## src/rtl/aud_err_irq_pkg.sv

```systemverilog
package aud_err_irq_pkg;

    localparam int NUM_BANKS = 5;
    localparam int OFS_W     = 3;

    // Bank index doubles as the region field of the register address.
    typedef enum logic [2:0] {
        BANK_FIFO_UNDER = 3'd0,
        BANK_RING_UNDER = 3'd1,
        BANK_RING_OVER  = 3'd2,
        BANK_FREE_MARK  = 3'd3,
        BANK_FULL_MARK  = 3'd4,
        REGION_SUMMARY  = 3'd5
    } region_e;

    typedef enum logic [OFS_W-1:0] {
        OFS_STATUS   = 3'd0,
        OFS_CLEAR    = 3'd1,
        OFS_MASK     = 3'd2,
        OFS_MASK_SET = 3'd3,
        OFS_MASK_CLR = 3'd4,
        OFS_GROUP    = 3'd5
    } offset_e;

    localparam logic [NUM_BANKS-1:0] PLAY_GROUP = 5'b01011;
    localparam logic [NUM_BANKS-1:0] CAPT_GROUP = 5'b10100;

    typedef struct packed {
        logic clr;
        logic mset;
        logic mclr;
    } wr_strobe_t;

    function automatic bit bank_is_playback(input int b);
        return PLAY_GROUP[b];
    endfunction

endpackage

```

## src/rtl/aud_err_bank.sv

```systemverilog
module aud_err_bank
    import aud_err_irq_pkg::*;
#(
    parameter int PORTS = 4
) (
    input  logic             clk,
    input  logic             rst,
    input  logic [PORTS-1:0] evt,
    input  wr_strobe_t       wr,
    input  logic [PORTS-1:0] wbits,
    output logic [PORTS-1:0] status,
    output logic [PORTS-1:0] mask,
    output logic             pend
);

    logic [PORTS-1:0] clr_bits;
    logic [PORTS-1:0] set_bits;
    logic [PORTS-1:0] unm_bits;

    assign clr_bits = wr.clr  ? wbits : '0;
    assign set_bits = wr.mset ? wbits : '0;
    assign unm_bits = wr.mclr ? wbits : '0;

    always_ff @(posedge clk) begin
        if (rst) begin
            status <= '0;
            mask   <= '1;
        end else begin
            // event applied after the clear: an event in the same cycle wins
            status <= (status & ~clr_bits) | evt;
            mask   <= (mask | set_bits) & ~unm_bits;
        end
    end

    assign pend = |(status & ~mask);

    // an event is recorded regardless of mask or concurrent clear
    p_evt_latch_r2: assert property (@(posedge clk) disable iff (rst)
        (evt != '0) |=> ((status & $past(evt)) == $past(evt)));

    // written ones clear status unless an event lands on the same bit
    p_clear_r3: assert property (@(posedge clk) disable iff (rst)
        wr.clr |=> ((status & $past(wbits & ~evt)) == '0));

    // mask set writes take effect on the next edge
    p_mask_set_r4: assert property (@(posedge clk) disable iff (rst)
        wr.mset |=> ((mask & $past(wbits)) == $past(wbits)));

    // mask clear writes take effect on the next edge
    p_mask_clr_r4: assert property (@(posedge clk) disable iff (rst)
        wr.mclr |=> ((mask & $past(wbits)) == '0));

endmodule

```

## src/rtl/aud_err_summary.sv

```systemverilog
module aud_err_summary
    import aud_err_irq_pkg::*;
(
    input  logic                 clk,
    input  logic                 rst,
    input  logic [NUM_BANKS-1:0] bank_pend,
    input  wr_strobe_t           wr,
    input  logic [NUM_BANKS-1:0] wbits,
    output logic [NUM_BANKS-1:0] top_status,
    output logic [NUM_BANKS-1:0] top_mask,
    output logic [1:0]           group,
    output logic                 irq
);

    logic [NUM_BANKS-1:0] clr_bits;
    logic [NUM_BANKS-1:0] set_bits;
    logic [NUM_BANKS-1:0] unm_bits;
    logic [NUM_BANKS-1:0] active;

    assign clr_bits = wr.clr  ? wbits : '0;
    assign set_bits = wr.mset ? wbits : '0;
    assign unm_bits = wr.mclr ? wbits : '0;

    always_ff @(posedge clk) begin
        if (rst) begin
            top_status <= '0;
            top_mask   <= '1;
        end else begin
            top_status <= (top_status & ~clr_bits) | bank_pend;
            top_mask   <= (top_mask | set_bits) & ~unm_bits;
        end
    end

    assign active   = top_status & ~top_mask;
    assign group[0] = |(active & PLAY_GROUP);
    assign group[1] = |(active & CAPT_GROUP);
    assign irq      = |active;

    // a pending bank sets (or keeps) its summary bit at the next edge
    p_top_latch_r5: assert property (@(posedge clk) disable iff (rst)
        (bank_pend != '0) |=> ((top_status & $past(bank_pend)) == $past(bank_pend)));

    // a fully masked summary level never interrupts
    p_irq_masked_r7: assert property (@(posedge clk) disable iff (rst)
        (&top_mask) |-> !irq);

    // any class flag implies the interrupt line
    p_group_irq_r9: assert property (@(posedge clk) disable iff (rst)
        (group != 2'b00) |-> irq);

endmodule

```

## src/rtl/aud_err_irq_ctrl.sv

```systemverilog
module aud_err_irq_ctrl
    import aud_err_irq_pkg::*;
#(
    parameter int PLAY_PORTS = 4,
    parameter int CAPT_PORTS = 3,
    parameter int DATA_W     = 8,
    parameter int ADDR_W     = 6
) (
    input  logic                            clk,
    input  logic                            rst,
    input  logic [NUM_BANKS*PLAY_PORTS-1:0] evt_i,
    input  logic                            reg_wr_en,
    input  logic                            reg_rd_en,
    input  logic [ADDR_W-1:0]               reg_addr,
    input  logic [DATA_W-1:0]               reg_wdata,
    output logic [DATA_W-1:0]               reg_rdata,
    output logic                            irq_o
);

    localparam int REGION_W = ADDR_W - OFS_W;
    localparam int SUMMARY  = NUM_BANKS;

    logic [REGION_W-1:0]   region;
    logic [OFS_W-1:0]      ofs;
    wr_strobe_t            wr_sel [SUMMARY+1];

    logic [PLAY_PORTS-1:0] bank_status [NUM_BANKS];
    logic [PLAY_PORTS-1:0] bank_mask   [NUM_BANKS];
    logic [NUM_BANKS-1:0]  bank_pend;

    logic [NUM_BANKS-1:0]  top_status;
    logic [NUM_BANKS-1:0]  top_mask;
    logic [1:0]            group;
    logic [DATA_W-1:0]     rd_next;
    logic                  unused_wdata;

    assign region       = reg_addr[ADDR_W-1:OFS_W];
    assign ofs          = reg_addr[OFS_W-1:0];
    assign unused_wdata = ^reg_wdata;

    // write strobe decode, one set per region (banks then summary)
    for (genvar r = 0; r <= SUMMARY; r++) begin : g_dec
        logic hit;
        assign hit          = reg_wr_en && (region == REGION_W'(r));
        assign wr_sel[r].clr  = hit && (ofs == OFS_CLEAR);
        assign wr_sel[r].mset = hit && (ofs == OFS_MASK_SET);
        assign wr_sel[r].mclr = hit && (ofs == OFS_MASK_CLR);
    end

    for (genvar b = 0; b < NUM_BANKS; b++) begin : g_bank
        localparam int NP = bank_is_playback(b) ? PLAY_PORTS : CAPT_PORTS;
        logic [NP-1:0] st;
        logic [NP-1:0] mk;

        aud_err_bank #(.PORTS(NP)) u_bank (
            .clk    (clk),
            .rst    (rst),
            .evt    (evt_i[b*PLAY_PORTS +: NP]),
            .wr     (wr_sel[b]),
            .wbits  (reg_wdata[NP-1:0]),
            .status (st),
            .mask   (mk),
            .pend   (bank_pend[b])
        );

        assign bank_status[b] = PLAY_PORTS'(st);
        assign bank_mask[b]   = PLAY_PORTS'(mk);

        if (NP < PLAY_PORTS) begin : g_narrow
            logic unused_evt;
            assign unused_evt = ^evt_i[b*PLAY_PORTS+NP +: PLAY_PORTS-NP];
        end
    end

    aud_err_summary u_summary (
        .clk        (clk),
        .rst        (rst),
        .bank_pend  (bank_pend),
        .wr         (wr_sel[SUMMARY]),
        .wbits      (reg_wdata[NUM_BANKS-1:0]),
        .top_status (top_status),
        .top_mask   (top_mask),
        .group      (group),
        .irq        (irq_o)
    );

    always_comb begin
        rd_next = '0;
        for (int b = 0; b < NUM_BANKS; b++) begin
            if (region == REGION_W'(b)) begin
                if (ofs == OFS_STATUS) rd_next = DATA_W'(bank_status[b]);
                if (ofs == OFS_MASK)   rd_next = DATA_W'(bank_mask[b]);
            end
        end
        if (region == REGION_W'(SUMMARY)) begin
            if (ofs == OFS_STATUS) rd_next = DATA_W'(top_status);
            if (ofs == OFS_MASK)   rd_next = DATA_W'(top_mask);
            if (ofs == OFS_GROUP)  rd_next = DATA_W'(group);
        end
    end

    always_ff @(posedge clk) begin
        if (rst) begin
            reg_rdata <= '0;
        end else if (reg_rd_en) begin
            reg_rdata <= rd_next;
        end
    end

    // reads beyond the summary region return zero one edge later
    p_rd_unmapped_r10: assert property (@(posedge clk) disable iff (rst)
        (reg_rd_en && (region > REGION_W'(SUMMARY))) |=> (reg_rdata == '0));

endmodule

```

## config.mk

```make
export PLATFORM = sky130hd
export DESIGN_NAME = aud_err_irq_ctrl
export DESIGN_NICKNAME = d
export VERILOG_FILES = /design/src/rtl/aud_err_irq_pkg.sv /design/src/rtl/aud_err_bank.sv /design/src/rtl/aud_err_summary.sv /design/src/rtl/aud_err_irq_ctrl.sv
export SDC_FILE = /design/constraint.sdc
export NUM_CORES = 1
export LEC_CHECK = 0
export ABC_AREA = 0
export BUFFER_PORTS_ARGS = -buffer_cell sky130_fd_sc_hd__buf_2
export CORE_ASPECT_RATIO = 2
export CORE_MARGIN = 1
export CORE_UTILIZATION = 60
export CTS_BUF_LIST = sky130_fd_sc_hd__clkbuf_8
export DETAILED_ROUTE_END_ITERATION = 8
export PLACE_DENSITY = 0.84
export REMOVE_ABC_BUFFERS = 1
export SYNTH_ARGS = -nofsm -noshare
export SYNTH_HDL_FRONTEND = slang
export SYNTH_SLANG_ARGS = --single-unit
export TNS_END_PERCENT = 30
```

## constraint.sdc

```tcl
create_clock -name clk -period 4.2 [get_ports clk]
set_input_delay 0.21 -clock clk [delete_from_list [all_inputs] [get_ports clk]]
set_output_delay 0.21 -clock clk [all_outputs]
set_load 0.005 [all_outputs]
```

==> implementation parameters <==
Parameter                              Value

Outcome
  Run status    finished clean

CTS
  Post_cts resized    0
  Clock transition time at the flip-flop clock pins of the worst setup and hold paths    90 ps
  Buffer levels on the longest clock path    2
  H-tree lvl count    2
  Hold buffer count at cts    0
  Count of clock tree sinks    51
  CTS tree    done
  Number of buffers created by CTS    5
  Postcts setup bufs    0
  CTS root buffer    sky130_fd_sc_hd__clkbuf_8
  Clock insertion delay at the later pin of the skew report    310 ps

Synth
  Cell types with the largest area share after synthesis    sky130_fd_sc_hd__dfxtp_1 (36%), sky130_fd_sc_hd__a21oi_1 (8.2%), sky130_fd_sc_hd__nor2_1 (6.7%)
  Proportion of netlist area held by the largest area contributor    35.6%
  Number of storage elements in the synthesis netlist    51
  Proportion of synthesized chip area in sequential cells    35.6%
  Number of synthesized flops with an enable pin    0
  Synthesized netlist cell count    365
  Synthesized area divided by synthesized cell count    7.86 um^2
  Synth cell types    54
  Number of synthesis warnings    0
  Area leader, netlist    sky130_fd_sc_hd__dfxtp_1
  Flip-flop cell with the highest count after synthesis    sky130_fd_sc_hd__dfxtp_1
  Most frequent cells after synthesis    sky130_fd_sc_hd__dfxtp_1 (51), sky130_fd_sc_hd__nor2_1 (51), sky130_fd_sc_hd__a21oi_1 (47), sky130_fd_sc_hd__nand2_1 (36), sky130_fd_sc_hd__inv_1 (24)
  Post-synthesis cell area    2870 um^2
  Synth async-reset ratio    0%

Critical path
  Crit path launch type    primary input
  Critical path endpoint category    flip-flop
  Top fanout value on the critical path    32
  Arrival time of the worst setup path    1980 ps
  Required time at the endpoint of the critical path    4360 ps
  Setup CP Type    primary input to flip-flop
  Worst reg-to-reg setup slack    2600 ps

STA
  Slew at the pin closest to its max-slew limit    960 ps
  Period Utilization, post-route    43.3%
  Achievable clock frequency    0.550 GHz
  Final worst hold slack    98.5 ps
  Final Hold Vio Count    0
  Largest clock skew in the final design    2.59 ps
  RSZ-0062 raised after global routing    false
  Final setup viols    0
  Headroom to the max-slew limit    36.0%
  Final Slew Violations    0
  Min cycle time layout    1820 ps
  Post-route setup TNS    0 ps

Flow run
  Max cap viols    0

Power
  Peak supply drop    280 uV
  Total power per unit cell area    306 nW/um^2
  Total power    0.944 mW
  Leakage power summed over all cells    1.43 nW

Layout
  Area added between synthesis and finish    7.63%
  Number of nets in the final layout    424
  Number of antenna cells inserted    0
  Share of layout cells above drive strength 1    15.2%
  Final cell area excluding filler cells    3090 um^2

Detailed routing
  Number of optimization iterations in the first detailed-route pass    4
  Number of nets with antenna violations after detailed routing    0
  DRC marker count from the first detailed-route iteration    115
  Total number of vias    2706
  Average wire length per cell after detail routing    16.7 um
  Drt drc    0
  DRT Wirelength    7400 um
  Vias per inst    6.12

Global route
  Overall overflow remaining after global route    0
  Global-route total usage across every layer    30.9%
  Wire length of the first global-routing pass    11700 um
  Antenna violations before repair    0
  Pin count of the biggest net entering global routing    55
  Via count of the first global-routing pass    2541

Placed design
  RD Place Congestion    0.974
  I/O Buffers    38
  Placed Instance Area    2990 um^2
  Estimated wirelength of the detail-placed design    5190 um

Die
  Horizontal extent of the die    50.9 um
  Std-Cell Core Area    4600 um^2
  Count of boundary I/O pins    47
  Die height    99.8 um
  Std cell rows    35
  Initial Util    62.4%
  Die area    5080 um^2

Hold path
  Hold Crit Class    primary input to flip-flop
-- through the flow --
stage,worst slack (ps),util (%),instances
floorplan,2860,-,341
global placement,2140,65.0,434
detailed placement,2120,65.0,434
CTS,2460,67.2,442
global route,2330,67.2,442
finish,2380,67.2,442
-- layout make-up --
| class | count | area [um^2] |
|---|---|---|
| multi-input cells | 265 | 1610 |
| fillers | 430 | 1510 |
| flip-flops and latches | 51 | 1020 |
| repair buffers | 38 | 190 |
| clock buffers | 7 | 96.3 |
| inverters | 25 | 93.8 |
| well taps | 55 | 68.8 |
| clock inverters | 1 | 3.75 |
-- cells in the final DEF (no fill, tap or decap), types with 4 or more instances in the layout --
master	n
sky130_fd_sc_hd__inv_1	25
sky130_fd_sc_hd__a21o_1	7
sky130_fd_sc_hd__dfxtp_1	51
sky130_fd_sc_hd__o21ai_0	13
sky130_fd_sc_hd__mux2i_1	17
sky130_fd_sc_hd__nand2_1	36
sky130_fd_sc_hd__a31oi_1	9
sky130_fd_sc_hd__o21bai_1	18
sky130_fd_sc_hd__a21oi_1	47
sky130_fd_sc_hd__clkbuf_8	7
sky130_fd_sc_hd__and2_1	4
sky130_fd_sc_hd__nor2b_1	9
sky130_fd_sc_hd__buf_2	38
sky130_fd_sc_hd__nor2_1	51
sky130_fd_sc_hd__nor3b_1	4
-- final timing paths --
path                          from                    endpoint  depth (start not counted)
max                    reg_addr[1]     u_summary.top_status[1]                          5
min                      evt_i[15]  g_bank[3].u_bank.status[3]                          3
max reg2reg  u_summary.top_mask[0]                reg_rdata[0]                          5
min reg2reg           reg_rdata[4]                reg_rdata[4]                          2
-- power breakdown --
group	leakage, nW	internal, mW	switching (mW)
Sequential	0.418	0.498	0.0121
Combinational	0.958	0.0480	0.0765
Clock	0.0557	0.148	0.161
Total	1.43	0.695	0.250
-- sequential cells by signal (all words and copies together), names as in the netlist --
register / flops
g_bank.u_bank.mask: 18
g_bank.u_bank.status: 18
reg_rdata: 5
u_summary.top_mask: 5
u_summary.top_status: 5
-- layer usage --
metal  part of all wire (%)  GRT usage [%]  vias up
li1                       -              -     1304
met1                     39           32.9     1256
met2                     51           54.3      119
met3                    5.2           3.94       27
met4                    4.5           21.6        0
met5                      0              0        -
-- worst max-delay path: stages --
cell and delay [ps]:
sky130_fd_sc_hd__buf_2 340, sky130_fd_sc_hd__nand4bb_1 590, sky130_fd_sc_hd__or2_2 520, sky130_fd_sc_hd__o21ai_0 210, sky130_fd_sc_hd__a31oi_1 100
-- kinds of logic (layout without fill, tap and decap cells) --
| family | count (synthesis) | in the layout | synth area share [%] |
|---|---|---|---|
| flops | 51 | 51 | 35.6 |
| simple gates | 127 | 127 | 23.2 |
| other cells | 1 | 3 | 0.131 |
| mux | 17 | 17 | 5.93 |
| buf+inv | 51 | 71 | 8.42 |
| compound gates | 118 | 118 | 26.7 |
Power figures use the tool's default switching activity.
